===== src/rtl/uart_hs_pkg.sv =====
package uart_hs_pkg;
   // word addresses
   localparam logic [1:0] ADR_DATA  = 2'd0;
   localparam logic [1:0] ADR_CTRL  = 2'd1;
   localparam logic [1:0] ADR_ISTAT = 2'd2;
   localparam logic [1:0] ADR_IEN   = 2'd3;

   // control word bit positions
   localparam int CB_PAR  = 0;
   localparam int CB_MODE = 2;
   localparam int CB_BRK  = 4;
   localparam int CB_HEN  = 5;
   localparam int CB_PEND = 6;
   localparam int CB_BUSY = 7;
   localparam int CTRL_W  = 8;

   // interrupt sources
   localparam int NSRC   = 2;
   localparam int SRC_RX = 0;
   localparam int SRC_TX = 1;

   typedef enum logic [1:0] {
      PAR_NONE = 2'd0,
      PAR_EVEN = 2'd1,
      PAR_ODD  = 2'd2,
      PAR_RSVD = 2'd3
   } par_e;
endpackage


===== src/rtl/uart_hs_evt.sv =====
module uart_hs_evt #(
   parameter bit RESET_LEVEL = 1'b0
) (
   input  logic clk,
   input  logic rst_n,
   input  logic level,
   input  logic clr,
   output logic flag
);
   logic level_q;
   logic evt;

   always_ff @(posedge clk or negedge rst_n) begin
      if (!rst_n) level_q <= RESET_LEVEL;
      else        level_q <= level;
   end

   assign evt = level & ~level_q;

   // an event outranks a same-cycle clear
   always_ff @(posedge clk or negedge rst_n) begin
      if (!rst_n)   flag <= 1'b0;
      else if (evt) flag <= 1'b1;
      else if (clr) flag <= 1'b0;
   end

   assert_set_on_edge_R6: assert property (@(posedge clk) disable iff (!rst_n)
      evt |=> flag);
   assert_w1c_clear_R7: assert property (@(posedge clk) disable iff (!rst_n)
      (clr && !evt) |=> !flag);
   assert_hold_idle_R7: assert property (@(posedge clk) disable iff (!rst_n)
      (!evt && !clr) |=> $stable(flag));
endmodule


===== src/rtl/uart_hs_ctrl.sv =====
module uart_hs_ctrl
   import uart_hs_pkg::*;
#(
   parameter bit REJECT_RSVD_PAR = 1'b1
) (
   input  logic              clk,
   input  logic              rst_n,
   input  logic              wr,
   input  logic [CTRL_W-1:0] wval,
   output logic [1:0]        par,
   output logic [1:0]        mode,
   output logic              brk,
   output logic              hen
);
   logic [1:0] par_next;
   logic [1:0] w_par;
   logic       unused_ro;

   assign w_par     = wval[CB_PAR +: 2];
   assign unused_ro = ^wval[CTRL_W-1:CB_PEND];

   generate
      if (REJECT_RSVD_PAR) begin : g_rej
         assign par_next = (w_par == PAR_RSVD) ? par : w_par;
         assert_par_legal_R11: assert property (@(posedge clk) disable iff (!rst_n)
            par != PAR_RSVD);
      end else begin : g_keep
         assign par_next = w_par;
      end
   endgenerate

   always_ff @(posedge clk or negedge rst_n) begin
      if (!rst_n) begin
         par  <= PAR_NONE;
         mode <= 2'd0;
         brk  <= 1'b0;
         hen  <= 1'b0;
      end else if (wr) begin
         par  <= par_next;
         mode <= wval[CB_MODE +: 2];
         brk  <= wval[CB_BRK];
         hen  <= wval[CB_HEN];
      end
   end
endmodule


===== src/rtl/uart_hs_regs.sv =====
module uart_hs_regs
   import uart_hs_pkg::*;
#(
   parameter int DATA_W          = 8,
   parameter int ADDR_W          = 2,
   parameter int BUS_W           = 32,
   parameter bit REJECT_RSVD_PAR = 1'b1
) (
   input  logic              clk,
   input  logic              rst_n,
   input  logic              bus_sel,
   input  logic              bus_wr,
   input  logic [ADDR_W-1:0] bus_addr,
   input  logic [BUS_W-1:0]  bus_wdata,
   output logic [BUS_W-1:0]  bus_rdata,
   output logic              tx_push,
   output logic [DATA_W-1:0] tx_data,
   input  logic              tx_full,
   input  logic              tx_empty,
   input  logic              tx_active,
   output logic              rx_pop,
   input  logic [DATA_W-1:0] rx_data,
   input  logic              rx_empty,
   input  logic              ser_out_raw,
   output logic              txd,
   output logic              tx_break,
   output logic [1:0]        parity_mode,
   output logic [1:0]        if_mode,
   output logic              host_irq
);
   localparam int DB_TXRDY = DATA_W;
   localparam int DB_RXVLD = DATA_W + 1;

   generate
      if (BUS_W < DATA_W + 2 || BUS_W < CTRL_W) begin : g_bad_bus
         $error("bus width too narrow for data word and flags");
      end
      if (ADDR_W < 2) begin : g_bad_addr
         $error("address width must cover four words");
      end
   endgenerate

   logic            wr_any, wr_data, wr_ctrl, wr_istat, wr_ien;
   logic [NSRC-1:0] istat, ien, src_lvl;
   logic            pend, ctl_hen, ctl_brk;
   logic [1:0]      ctl_par, ctl_mode;
   logic            unused_hi;

   assign unused_hi = ^bus_wdata[BUS_W-1:DATA_W+2];

   assign wr_any   = bus_sel & bus_wr;
   assign wr_data  = wr_any & (bus_addr == ADDR_W'(ADR_DATA));
   assign wr_ctrl  = wr_any & (bus_addr == ADDR_W'(ADR_CTRL));
   assign wr_istat = wr_any & (bus_addr == ADDR_W'(ADR_ISTAT));
   assign wr_ien   = wr_any & (bus_addr == ADDR_W'(ADR_IEN));

   // character handshake
   assign tx_push = wr_data & bus_wdata[DB_TXRDY] & ~tx_full;
   assign tx_data = bus_wdata[DATA_W-1:0];
   assign rx_pop  = wr_data & bus_wdata[DB_RXVLD] & ~rx_empty;

   uart_hs_ctrl #(.REJECT_RSVD_PAR(REJECT_RSVD_PAR)) u_ctrl (
      .clk  (clk),
      .rst_n(rst_n),
      .wr   (wr_ctrl),
      .wval (bus_wdata[CTRL_W-1:0]),
      .par  (ctl_par),
      .mode (ctl_mode),
      .brk  (ctl_brk),
      .hen  (ctl_hen)
   );

   // interrupt sources: receive data appears, transmit FIFO drains
   assign src_lvl[SRC_RX] = ~rx_empty;
   assign src_lvl[SRC_TX] = tx_empty;

   generate
      for (genvar i = 0; i < NSRC; i++) begin : g_src
         uart_hs_evt #(.RESET_LEVEL(i == SRC_TX)) u_evt (
            .clk  (clk),
            .rst_n(rst_n),
            .level(src_lvl[i]),
            .clr  (wr_istat & bus_wdata[i]),
            .flag (istat[i])
         );
      end
   endgenerate

   always_ff @(posedge clk or negedge rst_n) begin
      if (!rst_n)      ien <= '0;
      else if (wr_ien) ien <= bus_wdata[NSRC-1:0];
   end

   assign pend     = |(istat & ien);
   assign host_irq = ctl_hen & pend;

   assign tx_break    = ctl_brk;
   assign txd         = ctl_brk ? 1'b0 : ser_out_raw;
   assign parity_mode = ctl_par;
   assign if_mode     = ctl_mode;

   always_comb begin
      bus_rdata = '0;
      case (bus_addr)
         ADDR_W'(ADR_DATA): begin
            bus_rdata[DATA_W-1:0] = rx_empty ? '0 : rx_data;
            bus_rdata[DB_TXRDY]   = ~tx_full;
            bus_rdata[DB_RXVLD]   = ~rx_empty;
         end
         ADDR_W'(ADR_CTRL): begin
            bus_rdata[CB_PAR +: 2]  = ctl_par;
            bus_rdata[CB_MODE +: 2] = ctl_mode;
            bus_rdata[CB_BRK]       = ctl_brk;
            bus_rdata[CB_HEN]       = ctl_hen;
            bus_rdata[CB_PEND]      = pend;
            bus_rdata[CB_BUSY]      = ~tx_empty | tx_active;
         end
         ADDR_W'(ADR_ISTAT): bus_rdata[NSRC-1:0] = istat;
         ADDR_W'(ADR_IEN):   bus_rdata[NSRC-1:0] = ien;
         default:            bus_rdata = '0;
      endcase
   end

   assert_no_push_when_full_R2: assert property (@(posedge clk) disable iff (!rst_n)
      tx_full |-> !tx_push);
   assert_no_pop_when_empty_R5: assert property (@(posedge clk) disable iff (!rst_n)
      rx_empty |-> !rx_pop);
   assert_break_forces_low_R9: assert property (@(posedge clk) disable iff (!rst_n)
      (tx_break && ser_out_raw) |-> !txd);
   assert_irq_needs_enable_R8: assert property (@(posedge clk) disable iff (!rst_n)
      host_irq |-> (ctl_hen && (istat != '0)));
endmodule


===== config.mk =====
export PLATFORM = sky130hd
export DESIGN_NAME = uart_hs_regs
export DESIGN_NICKNAME = d
export VERILOG_FILES = /design/src/rtl/uart_hs_pkg.sv /design/src/rtl/uart_hs_evt.sv /design/src/rtl/uart_hs_ctrl.sv /design/src/rtl/uart_hs_regs.sv
export SDC_FILE = /design/constraint.sdc
export NUM_CORES = 1
export LEC_CHECK = 0
export BUFFER_PORTS_ARGS = -buffer_cell sky130_fd_sc_hd__buf_2
export CELL_PAD_IN_SITES_DETAIL_PLACEMENT = 1
export CELL_PAD_IN_SITES_GLOBAL_PLACEMENT = 1
export CORE_ASPECT_RATIO = 1.25
export CORE_MARGIN = 2
export CORE_UTILIZATION = 24
export DETAILED_ROUTE_END_ITERATION = 10
export GPL_ROUTABILITY_DRIVEN = 0
export GPL_TIMING_DRIVEN = 1
export PLACE_DENSITY = 0.91
export SYNTH_ARGS = -nofsm -noshare
export SYNTH_HDL_FRONTEND = slang
export SYNTH_SLANG_ARGS = --single-unit

===== constraint.sdc =====
create_clock -name clk -period 2.5 [get_ports clk]
set_input_delay 0.25 -clock clk [delete_from_list [all_inputs] [get_ports clk]]
set_output_delay 0.25 -clock clk [all_outputs]
set_load 0.005 [all_outputs]

# Word-level counts from Yosys, hierarchy flattened
# Index checks and enable logic that the tools add are counted.
# word_totals
input_bits	51
elab_cells	49
output_inout_bits	49
ff_bits	12
# op_classes
reduce_logical	5
n_eq_ne	4
bitwise_logic	22
mux	9
# op_table
operator	n
$and 1x1->1	14
$pmux 6 s2	1
$mux 8	1
$pmux 2 s4	1
$eq 2x2->1 const B	3
$not 1->1	6
$mux 1	5
$reduce_bool 2->1	2
$and 2x2->2	1
$eq 2x1->1 const B	1
$logic_not 2->1	1
$mux 2	1
$reduce_and 2->1	1
$reduce_or 2->1	1
$or 1x1->1	1

# Logic depth before layout (Yosys ltp)
# Gate-level depths: netlist of run 1.
# depth
word_depth	5
depth_mapped	5
mapped_depth_nobuf	3

# Hierarchy
# Synthesis of run 1 repeated with hierarchy kept, for this count alone.
# hier_totals
hier_cells	105
hier_area_um2	959.7
# modules_own_cells
module	seq_area_each_um2	instances	area_per_inst_um2	cells_per_inst
uart_hs_regs	50.0	1	593.1	80
uart_hs_ctrl	150.1	1	225.2	15
uart_hs_evt (g_src[1].u_evt)	51.3	1	71.3	5
uart_hs_evt (g_src[0].u_evt)	50.0	1	70.1	5

# Least setup slack after synthesis of run 1
# Ideal clock, no wire load.
# synth_path
path_type	input -> output
startpoint	input bus_addr[0]
endpoint	output bus_rdata[0]
arrival_ps	858
cell_stages	4
n_path_buf	2
setup_slack_ps	1392
t_required_ps	2250
cell_sequence	buf_6 buf_2 a221oi_1 a21oi_1
# synth_between
elab_chain_cells	2
word_cells_on_any_way	5
cone_classes	eq/ne (3); mux (1); reduce/logical (1)
# synth_rtl
item	line	rtl
start: declaration	uart_hs_regs.sv:13	input logic [ADDR_W-1:0] bus_addr,
$eq 2x2->1, or another cell as far along	uart_hs_regs.sv:104	case (bus_addr)
$pmux 2 s4 (*)	uart_hs_regs.sv:104	
end: declaration	uart_hs_regs.sv:15	output logic [BUS_W-1:0] bus_rdata,
# Every way passes the cells marked *; elsewhere a longest branch is shown, timed or not.

# Final worst setup path of run 1
# Ends and elaborated chain as after synthesis.

==> results.sh, run 1 <==
export IMPL_status="complete, no violations"
export IMPL_drv_cap=0
export IMPL_clk_latency_ns=0.24
export IMPL_post_route_drc_count=0
export IMPL_cts_resized_gates=0
export IMPL_grt_pass1_wl_mm=3.470
export IMPL_seq_area_frac_synth=0.3301
export IMPL_seq_area_um2=301.5
export IMPL_rrSetupSlack_ns=1.63
export IMPL_reg2reg_from="g_src[1].u_evt.level_q"
export IMPL_clock_path_buffers=2
export IMPL_yosysWarnings=0
export IMPL_finClkSkew_ns=0.0002527
export IMPL_synth_cell_types=27
export IMPL_fp_dieW_um=59.18
export IMPL_cp_start_kind="input pin"
export IMPL_power_density_nw_per_um2=577.0
export IMPL_postSynthCellCount=94
export IMPL_final_common_cell="buf_2"
export IMPL_viasPerCell=4.444
export IMPL_nFillCells=457
export IMPL_hold_depth=1
export IMPL_antenna_found_initial=0
export IMPL_syn_area_um2=913.4
export IMPL_cp_end_kind="output pin"
export IMPL_fin_tns_setup_ns=0
export IMPL_post_cts_setup_buffers=0
export IMPL_arrival_ns=1.27
export IMPL_endpoint="bus_rdata[0]"
export IMPL_path_class="input pin to output pin"
export IMPL_numCtsBuffers=3
export IMPL_ios=100
export IMPL_r2r_end="g_src[1].u_evt.flag"
export IMPL_fin_crit_ns=1.525
export IMPL_stdcell_count=178
export IMPL_drive_above_1_share=0.4638
export IMPL_async_flop_share=1.000
export IMPL_initial_utilization=0.2454
export IMPL_grt_start_max_net_pins=19
export IMPL_vdd_ir_drop_max_v=0.0002127
export IMPL_grt_overflow_total=0
export IMPL_hold_violations=0
export IMPL_max_freq_mhz=655.8
export IMPL_ys_ff_latch=12
export IMPL_wl_per_cell_um=13.43
export IMPL_num_rows=25
export IMPL_synth_avg_cell_area_um2=9.717
export IMPL_fin_ws_ns=0.9752
export IMPL_hp_class="input pin to flop"
export IMPL_drv_slew=0
export IMPL_synthFlopType="dfrtp_1"
export IMPL_critPathLaunch="bus_addr[0]"
export IMPL_numPortBuffers=51
export IMPL_hpwlAfterDp_mm=1.891
export IMPL_layout_common_cells="buf_2, conb_1, dfrtp_1"
export IMPL_period_share=0.6099
export IMPL_syn_to_final_growth_pct=22.19
export IMPL_grt_pass1_vias=727
export IMPL_dieArea_um2=4318
export IMPL_firstDrtPassIters=4
export IMPL_die_height_um=72.97
export IMPL_antenna_left=0
export IMPL_p_leak_uw=0.0006213
export IMPL_root_buffer="clkbuf_8"
export IMPL_cts_tree="built"
export IMPL_drt_iter0_markers=20
export IMPL_n_antenna_cell=0
export IMPL_placed_cells=173
export IMPL_synth_edff_count=0
export IMPL_cp_max_fo=18
export IMPL_critPathRequiredTime_ns=2.25
export IMPL_setup_viol_count_final=0
export IMPL_grtUsageTotal=0.1099
export IMPL_via_count=791
export IMPL_drt_total_wl_mm=2.391
export IMPL_reg2reg_depth=2
export IMPL_path_clk_slew_ns=0.05
export IMPL_rsz0062_at_grt="false"
export IMPL_cts_htree_levels=1
export IMPL_fin_nets=190
export IMPL_cts_sinks=12
export IMPL_pre_cts_ws_ns=0.9581
export IMPL_multiInputGateArea_um2=436.7
export IMPL_fp_coreArea_um2=3722
==> cells in the mapped netlist, types with 3 or more instances <==
library cell / number / area (µm²)
buf_4: 30 / 225.2
nor3_1: 3 / 15.01
nor2_1: 8 / 30.03
a21oi_1: 4 / 20.02
a22oi_1: 4 / 30.03
mux2_4: 4 / 60.06
nand2_1: 3 / 11.26
dfrtp_1: 11 / 275.3
==> worst max-delay path: stages <==
cell,delay (ns)
buf_2,0.34
nor2_2,0.15
a221oi_1,0.32
a21oi_1,0.07
buf_2,0.14
==> report_power, final <==
group	switching, µW	total, µW	leakage [µW]	internal [µW]
clock network	73.3	213	0.0000288	139
registers	26.8	254	0.000137	228
logic	80.4	177	0.000456	96.5
total	180	644	0.000621	464
==> final cells by class <==
cell class | instances | area share
repair buffers | 52 | 0.2377
well taps | 40 | 0.04484
flip-flops and latches | 12 | 0.2702
clock buffers | 4 | 0.04933
multi-input cells | 68 | 0.3913
inverters | 2 | 0.006726
==> registers in the layout, indices dropped and copies added, names as in the netlist <==
signal and count:
u_ctrl.mode 2, u_ctrl.hen 1, g_src.u_evt.level_q 2, u_ctrl.par 2, g_src.u_evt.flag 2, u_ctrl.brk 1, ien 2
==> how the worst min path moves through the flow <==
stage,from,endpoint,slack (ns)
floorplan,rst_n,g_src[0].u_evt.flag,-0.05
global placement,rst_n,ien[1],0.14
detailed placement,rst_n,ien[1],0.15
CTS,tx_empty,g_src[1].u_evt.level_q,0.13
global route,tx_empty,g_src[1].u_evt.level_q,0.13
finish,tx_empty,g_src[1].u_evt.level_q,0.13
==> stage by stage <==
stage	area, µm²	hold WS, ns	power [µW]	util
2_1_floorplan	992.2	-0.04559	379.1	-
3_3_place_gp	1051	0.1397	429.6	0.2824
3_5_place_dp	1051	0.1456	436.9	0.2824
4_1_cts	1116	0.1272	652.2	0.2998
5_1_grt	1116	0.1257	689.7	0.2998
6_report	1116	0.1307	644.0	0.2998
==> routing by layer <==
| layer | routed length [µm] | share of wire | GRT usage | vias to the layer above |
|---|---|---|---|---|
| met1 | 968 | 0.40 | 0.1295 | 371 |
| met2 | 1174 | 0.49 | 0.1840 | 46 |
| met4 | 33 | 0.014 | 0.05303 | 0 |
| li1 | - | - | - | 370 |
| met3 | 215 | 0.090 | 0.02660 | 4 |
| met5 | 0 | 0 | 0 | - |
==> repair_timing <==
action,4_1_cts,5_1_grt
setup endpoints to repair,0,0
hold endpoints to repair,11,0
hold buffers,1,0
==> logic make-up after synthesis <==
logic type / synth area share
and+or+nand+nor: 0.1534
other: 0.004106
AOI/OAI and AO/OA: 0.1219
muxes: 0.1123
DFF: 0.3301
buffers and inverters: 0.2781
(Power assumes the default switching activity.)
==> run 2, diff against run 1 <==
--- a/config.mk
+++ b/config.mk
@@ -10,11 +10,11 @@
 export CELL_PAD_IN_SITES_GLOBAL_PLACEMENT = 1
 export CORE_ASPECT_RATIO = 1.25
 export CORE_MARGIN = 2
-export CORE_UTILIZATION = 24
+export CORE_UTILIZATION = 22
 export DETAILED_ROUTE_END_ITERATION = 10
 export GPL_ROUTABILITY_DRIVEN = 0
 export GPL_TIMING_DRIVEN = 1
-export PLACE_DENSITY = 0.91
+export PLACE_DENSITY = 0.85
 export SYNTH_ARGS = -nofsm -noshare
 export SYNTH_HDL_FRONTEND = slang
 export SYNTH_SLANG_ARGS = --single-unit
==> constraint.sdc (replaced) <==
create_clock -name clk -period 1.5 [get_ports clk]
set_input_delay 0.15 -clock clk [delete_from_list [all_inputs] [get_ports clk]]
set_output_delay 0.15 -clock clk [all_outputs]
set_load 0.005 [all_outputs]
==> results.sh, run 2 (same netlist as run 1, synthesis figures left out) <==
export IMPL_viasPerCell=4.082
export IMPL_cp_max_fo=3
export IMPL_grt_pass1_vias=850
export IMPL_p_sw_uw=302.0
export IMPL_cts_sinks=12
export IMPL_critPathSlowestCell="dfrtp_1"
export IMPL_die_height_um=76.04
export IMPL_grt_start_max_net_pins=16
export IMPL_power_total_uw=1076
export IMPL_cp_start_kind="flop"
export IMPL_wl_per_cell_um=12.48
export IMPL_numCtsBuffers=3
export IMPL_layout_common_cells="buf_2, conb_1, dfrtp_1"
export IMPL_swShare=0.2806
export IMPL_hp_class="input pin to flop"
export IMPL_grtUsageTotal=0.1133
export IMPL_p_leak_uw=0.0006261
export IMPL_dieArea_um2=4686
export IMPL_cts_tree="built"
export IMPL_numPortBuffers=51
export IMPL_period_share=0.9125
export IMPL_firstDrtPassIters=3
export IMPL_via_count=796
export IMPL_fin_nets=191
export IMPL_ios=100
export IMPL_grt_pass1_wl_mm=3.960
export IMPL_nFillCells=525
export IMPL_hold_violations=0
export IMPL_num_rows=26
export IMPL_clk_latency_ns=0.24
export IMPL_max_stage_delay_ns=0.39
export IMPL_fin_crit_ns=1.369
export IMPL_hpwlAfterDp_mm=1.934
export IMPL_clkPwrFrac=0.330
export IMPL_drv_slew=0
export IMPL_crit_chain="a22o_1 > a21oi_1 > nor2_1 > buf_2"
export IMPL_cts_htree_levels=1
export IMPL_syn_to_final_growth_pct=25.21
export IMPL_hold_ws_ns=0.03098
export IMPL_final_common_cell="buf_2"
export IMPL_clock_path_buffers=2
export IMPL_grt_overflow_total=0
export IMPL_antenna_left=0
export IMPL_fin_tns_setup_ns=0
export IMPL_setup_viol_count_final=0
export IMPL_antenna_found_initial=0
export IMPL_arrival_ns=1.22
export IMPL_path_clk_slew_ns=0.05
export IMPL_drt_iter0_markers=19
export IMPL_internal_power_uw=774.4
export IMPL_finClkSkew_ns=0.00007680
export IMPL_path_class="flop to output pin"
export IMPL_initial_utilization=0.2264
export IMPL_rsz0062_at_grt="false"
export IMPL_placed_cells=190
export IMPL_vdd_ir_drop_max_v=0.0004624
export IMPL_fp_coreArea_um2=4034
export IMPL_seq_power_share=0.393
export IMPL_p_comb_frac=0.277
export IMPL_stdcell_count=195
export IMPL_post_route_drc_count=0
export IMPL_critPathRequiredTime_ns=1.35
export IMPL_drt_total_wl_mm=2.434
export IMPL_drv_cap=0
export IMPL_status="complete, no violations"
export IMPL_power_density_nw_per_um2=941.3
export IMPL_n_antenna_cell=0
export IMPL_drive_above_1_share=0.4676
export IMPL_max_freq_mhz=730.6
export IMPL_fp_dieW_um=61.63
export IMPL_root_buffer="clkbuf_8"
export IMPL_cp_end_kind="output pin"
run 2: changes by cell type in the layout (fill, tap and decap cells not counted):
cell,change
buf_4,+1
run 2: metal layers:
metal | track usage | up-vias | part of all wire
li1 | - | 366 | -
met1 | 0.1369 | 370 | 0.40
met4 | 0.06170 | 0 | 0.019
met2 | 0.1832 | 52 | 0.49
met5 | 0 | - | 0
met3 | 0.01868 | 8 | 0.088
run 2: critical path, delay by kind of cell, from the launching register on:
kind	cells	cell delay, ns
flip-flops	1	0.39
buffers and inverters	1	0.13
AND/OR/NAND/NOR	1	0.05
AO/OA/AOI/OAI	2	0.40
run 2: final timing paths:
kind | startpoint | end | slack (ns) | depth (start not counted)
max | g_src[0].u_evt.flag | bus_rdata[6] | 0.13 | 4
min | tx_empty | g_src[1].u_evt.level_q | 0.03 | 1
max reg2reg | g_src[1].u_evt.level_q | g_src[1].u_evt.flag | 0.64 | 2
min reg2reg | g_src[0].u_evt.level_q | g_src[0].u_evt.flag | 0.44 | 1
max in group asynchronous | rst_n | g_src[1].u_evt.level_q | 0.93 | 2
min in group asynchronous | rst_n | u_ctrl.par[1] | 0.30 | 2
run 2: metrics by stage:
stage / utilization / worst slack, ns / instance area, µm²
after global placement: 0.2674 / 0.2926 / 1079
after floorplan: - / 0.5680 / 992.2
after detailed placement: 0.2674 / 0.2523 / 1079
after global routing: 0.2835 / 0.02906 / 1144
after CTS: 0.2835 / 0.1010 / 1144
final: 0.2835 / 0.1313 / 1144
run 2: power by group through the flow:
stage / Clock, µW / Combinational [µW] / Sequential, µW
floorplan: 0 / 211 / 421
global placement: 0 / 290 / 427
detailed placement: 0 / 302 / 427
CTS: 368 / 306 / 424
global route: 381 / 337 / 433
finish: 355 / 298 / 423
run 2: final cells by class:
class	count	area (µm²)	area share
Timing Repair Buffer	53	272.8	0.2385
Inverter	2	7.507	0.006565
Tap cell	56	70.07	0.06127
Sequential cell	12	301.5	0.2637
Clock buffer	4	55.05	0.04814
Multi-Input combinational cell	68	436.7	0.3818
run 2: what timing repair did:
action	CTS	global route
hold buffers	1	0
endpoints found under the hold margin	11	0
setup buffers	0	0
resized for setup	0	0
==> run 3, diff against run 2 <==
--- a/config.mk
+++ b/config.mk
@@ -9,7 +9,7 @@
 export CELL_PAD_IN_SITES_DETAIL_PLACEMENT = 1
 export CELL_PAD_IN_SITES_GLOBAL_PLACEMENT = 1
 export CORE_ASPECT_RATIO = 1.25
-export CORE_MARGIN = 2
+export CORE_MARGIN = 1
 export CORE_UTILIZATION = 22
 export DETAILED_ROUTE_END_ITERATION = 10
 export GPL_ROUTABILITY_DRIVEN = 0
==> results.sh, run 3 (same netlist as run 1, synthesis figures left out) <==
export IMPL_status="complete, no violations"
export IMPL_wl_per_cell_um=12.22
export IMPL_hpwlAfterDp_mm=1.850
export IMPL_hp_class="input pin to flop"
export IMPL_final_common_cell="buf_2"
export IMPL_drv_cap=0
export IMPL_syn_to_final_growth_pct=23.01
export IMPL_clkPwrFrac=0.298
export IMPL_cp_start_kind="flop"
export IMPL_post_route_drc_count=0
export IMPL_numPortBuffers=51
export IMPL_fin_tns_setup_ns=0
export IMPL_die_height_um=74.04
export IMPL_final_util=0.2897
export IMPL_fin_crit_ns=1.383
export IMPL_cts_sinks=12
export IMPL_cp_max_fo=3
export IMPL_cts_tree="built"
export IMPL_firstDrtPassIters=2
export IMPL_cts_htree_levels=1
export IMPL_arrival_ns=1.23
export IMPL_via_count=784
export IMPL_setup_viol_count_final=0
export IMPL_layout_common_cells="buf_2, conb_1, dfrtp_1"
export IMPL_fin_nets=190
export IMPL_ios=100
export IMPL_clk_latency_ns=0.24
export IMPL_internal_power_uw=727.8
export IMPL_p_leak_uw=0.0006153
export IMPL_viasPerCell=4.083
export IMPL_critPathRequiredTime_ns=1.35
export IMPL_fin_ws_ns=0.1167
export IMPL_n_antenna_cell=0
export IMPL_grt_start_max_net_pins=19
export IMPL_p_comb_frac=0.289
export IMPL_grtUsageTotal=0.1095
export IMPL_swShare=0.2881
export IMPL_power_density_nw_per_um2=909.9
export IMPL_num_rows=25
export IMPL_finClkSkew_ns=0.0001091
export IMPL_antenna_left=0
export IMPL_p_sw_uw=294.5
export IMPL_grt_pass1_vias=747
export IMPL_period_share=0.9222
export IMPL_fp_dieW_um=59.63
export IMPL_vdd_ir_drop_max_v=0.0004252
export IMPL_drt_total_wl_mm=2.346
export IMPL_numCtsBuffers=3
export IMPL_dieArea_um2=4415
export IMPL_cts_resized_gates=0
export IMPL_cp_end_kind="output pin"
export IMPL_rsz0062_at_grt="false"
export IMPL_hold_violations=0
export IMPL_antenna_found_initial=0
export IMPL_path_clk_slew_ns=0.05
export IMPL_max_freq_mhz=722.9
export IMPL_grt_overflow_total=0
export IMPL_grt_pass1_wl_mm=3.525
export IMPL_pre_cts_ws_ns=0.2131
export IMPL_root_buffer="clkbuf_8"
export IMPL_drt_iter0_markers=2
export IMPL_initial_utilization=0.2355
export IMPL_fp_coreArea_um2=3879
export IMPL_drive_above_1_share=0.4565
export IMPL_power_total_uw=1022
export IMPL_seq_power_share=0.413
export IMPL_clock_path_buffers=2
export IMPL_path_class="flop to output pin"
export IMPL_drv_slew=0
## run 3: metrics by stage
step | instance area [µm²] | hold WS (ns) | std cells
after floorplan | 992.2 | -0.1456 | 115
final | 1124 | 0.04144 | 192
after global routing | 1124 | 0.03508 | 192
after CTS | 1124 | 0.03242 | 192
after global placement | 1069 | 0.03604 | 187
after detailed placement | 1069 | 0.04172 | 187
## run 3: metal layers
metal	wire length, µm	GRT usage	part of all wire
met1	990	0.1331	0.42
met2	1126	0.1873	0.48
met3	186	0.01043	0.079
met4	42	0.06202	0.018
met5	0	0	0
## run 3: what timing repair did
| action | in CTS | in global routing |
|---|---|---|
| buffers inserted | 0 | 0 |
| hold endpoints to repair | 11 | 0 |
| endpoints found under the setup margin | 0 | 0 |
| hold buffers | 1 | 0 |
## run 3: final timing paths
path / from / to / slack [ns] / depth (start not counted)
worst max-delay path: g_src[0].u_evt.flag / bus_rdata[6] / 0.12 / 4
min in group asynchronous: rst_n / g_src[0].u_evt.flag / 0.32 / 2
worst min-delay path: tx_empty / g_src[1].u_evt.level_q / 0.04 / 1
worst max register to register: g_src[1].u_evt.level_q / g_src[1].u_evt.flag / 0.63 / 2
max in group asynchronous: rst_n / g_src[1].u_evt.level_q / 0.91 / 2
worst min register to register: g_src[0].u_evt.level_q / g_src[0].u_evt.flag / 0.42 / 1
## run 3: final cells by class
cell class,count,area (µm²)
clock buffer,4,45.04
fill,506,2755
inverter,2,7.507
multi-input combinational,68,436.7
sequential,12,301.5
tap,54,67.56
timing repair buffer,52,265.3
## run 3: worst max-delay path, cell delays in order, from the launching register on
cell     delay (ns)
dfrtp_1        0.40
a22o_1         0.27
a21oi_1        0.15
nor2_1         0.04
buf_2          0.13
## run 3: power groups by stage
stage,clock network (µW),logic (µW),registers (µW)
floorplan,0,211,421
global placement,0,288,426
detailed placement,0,299,427
CTS,318,301,424
global route,325,327,432
finish,304,295,423
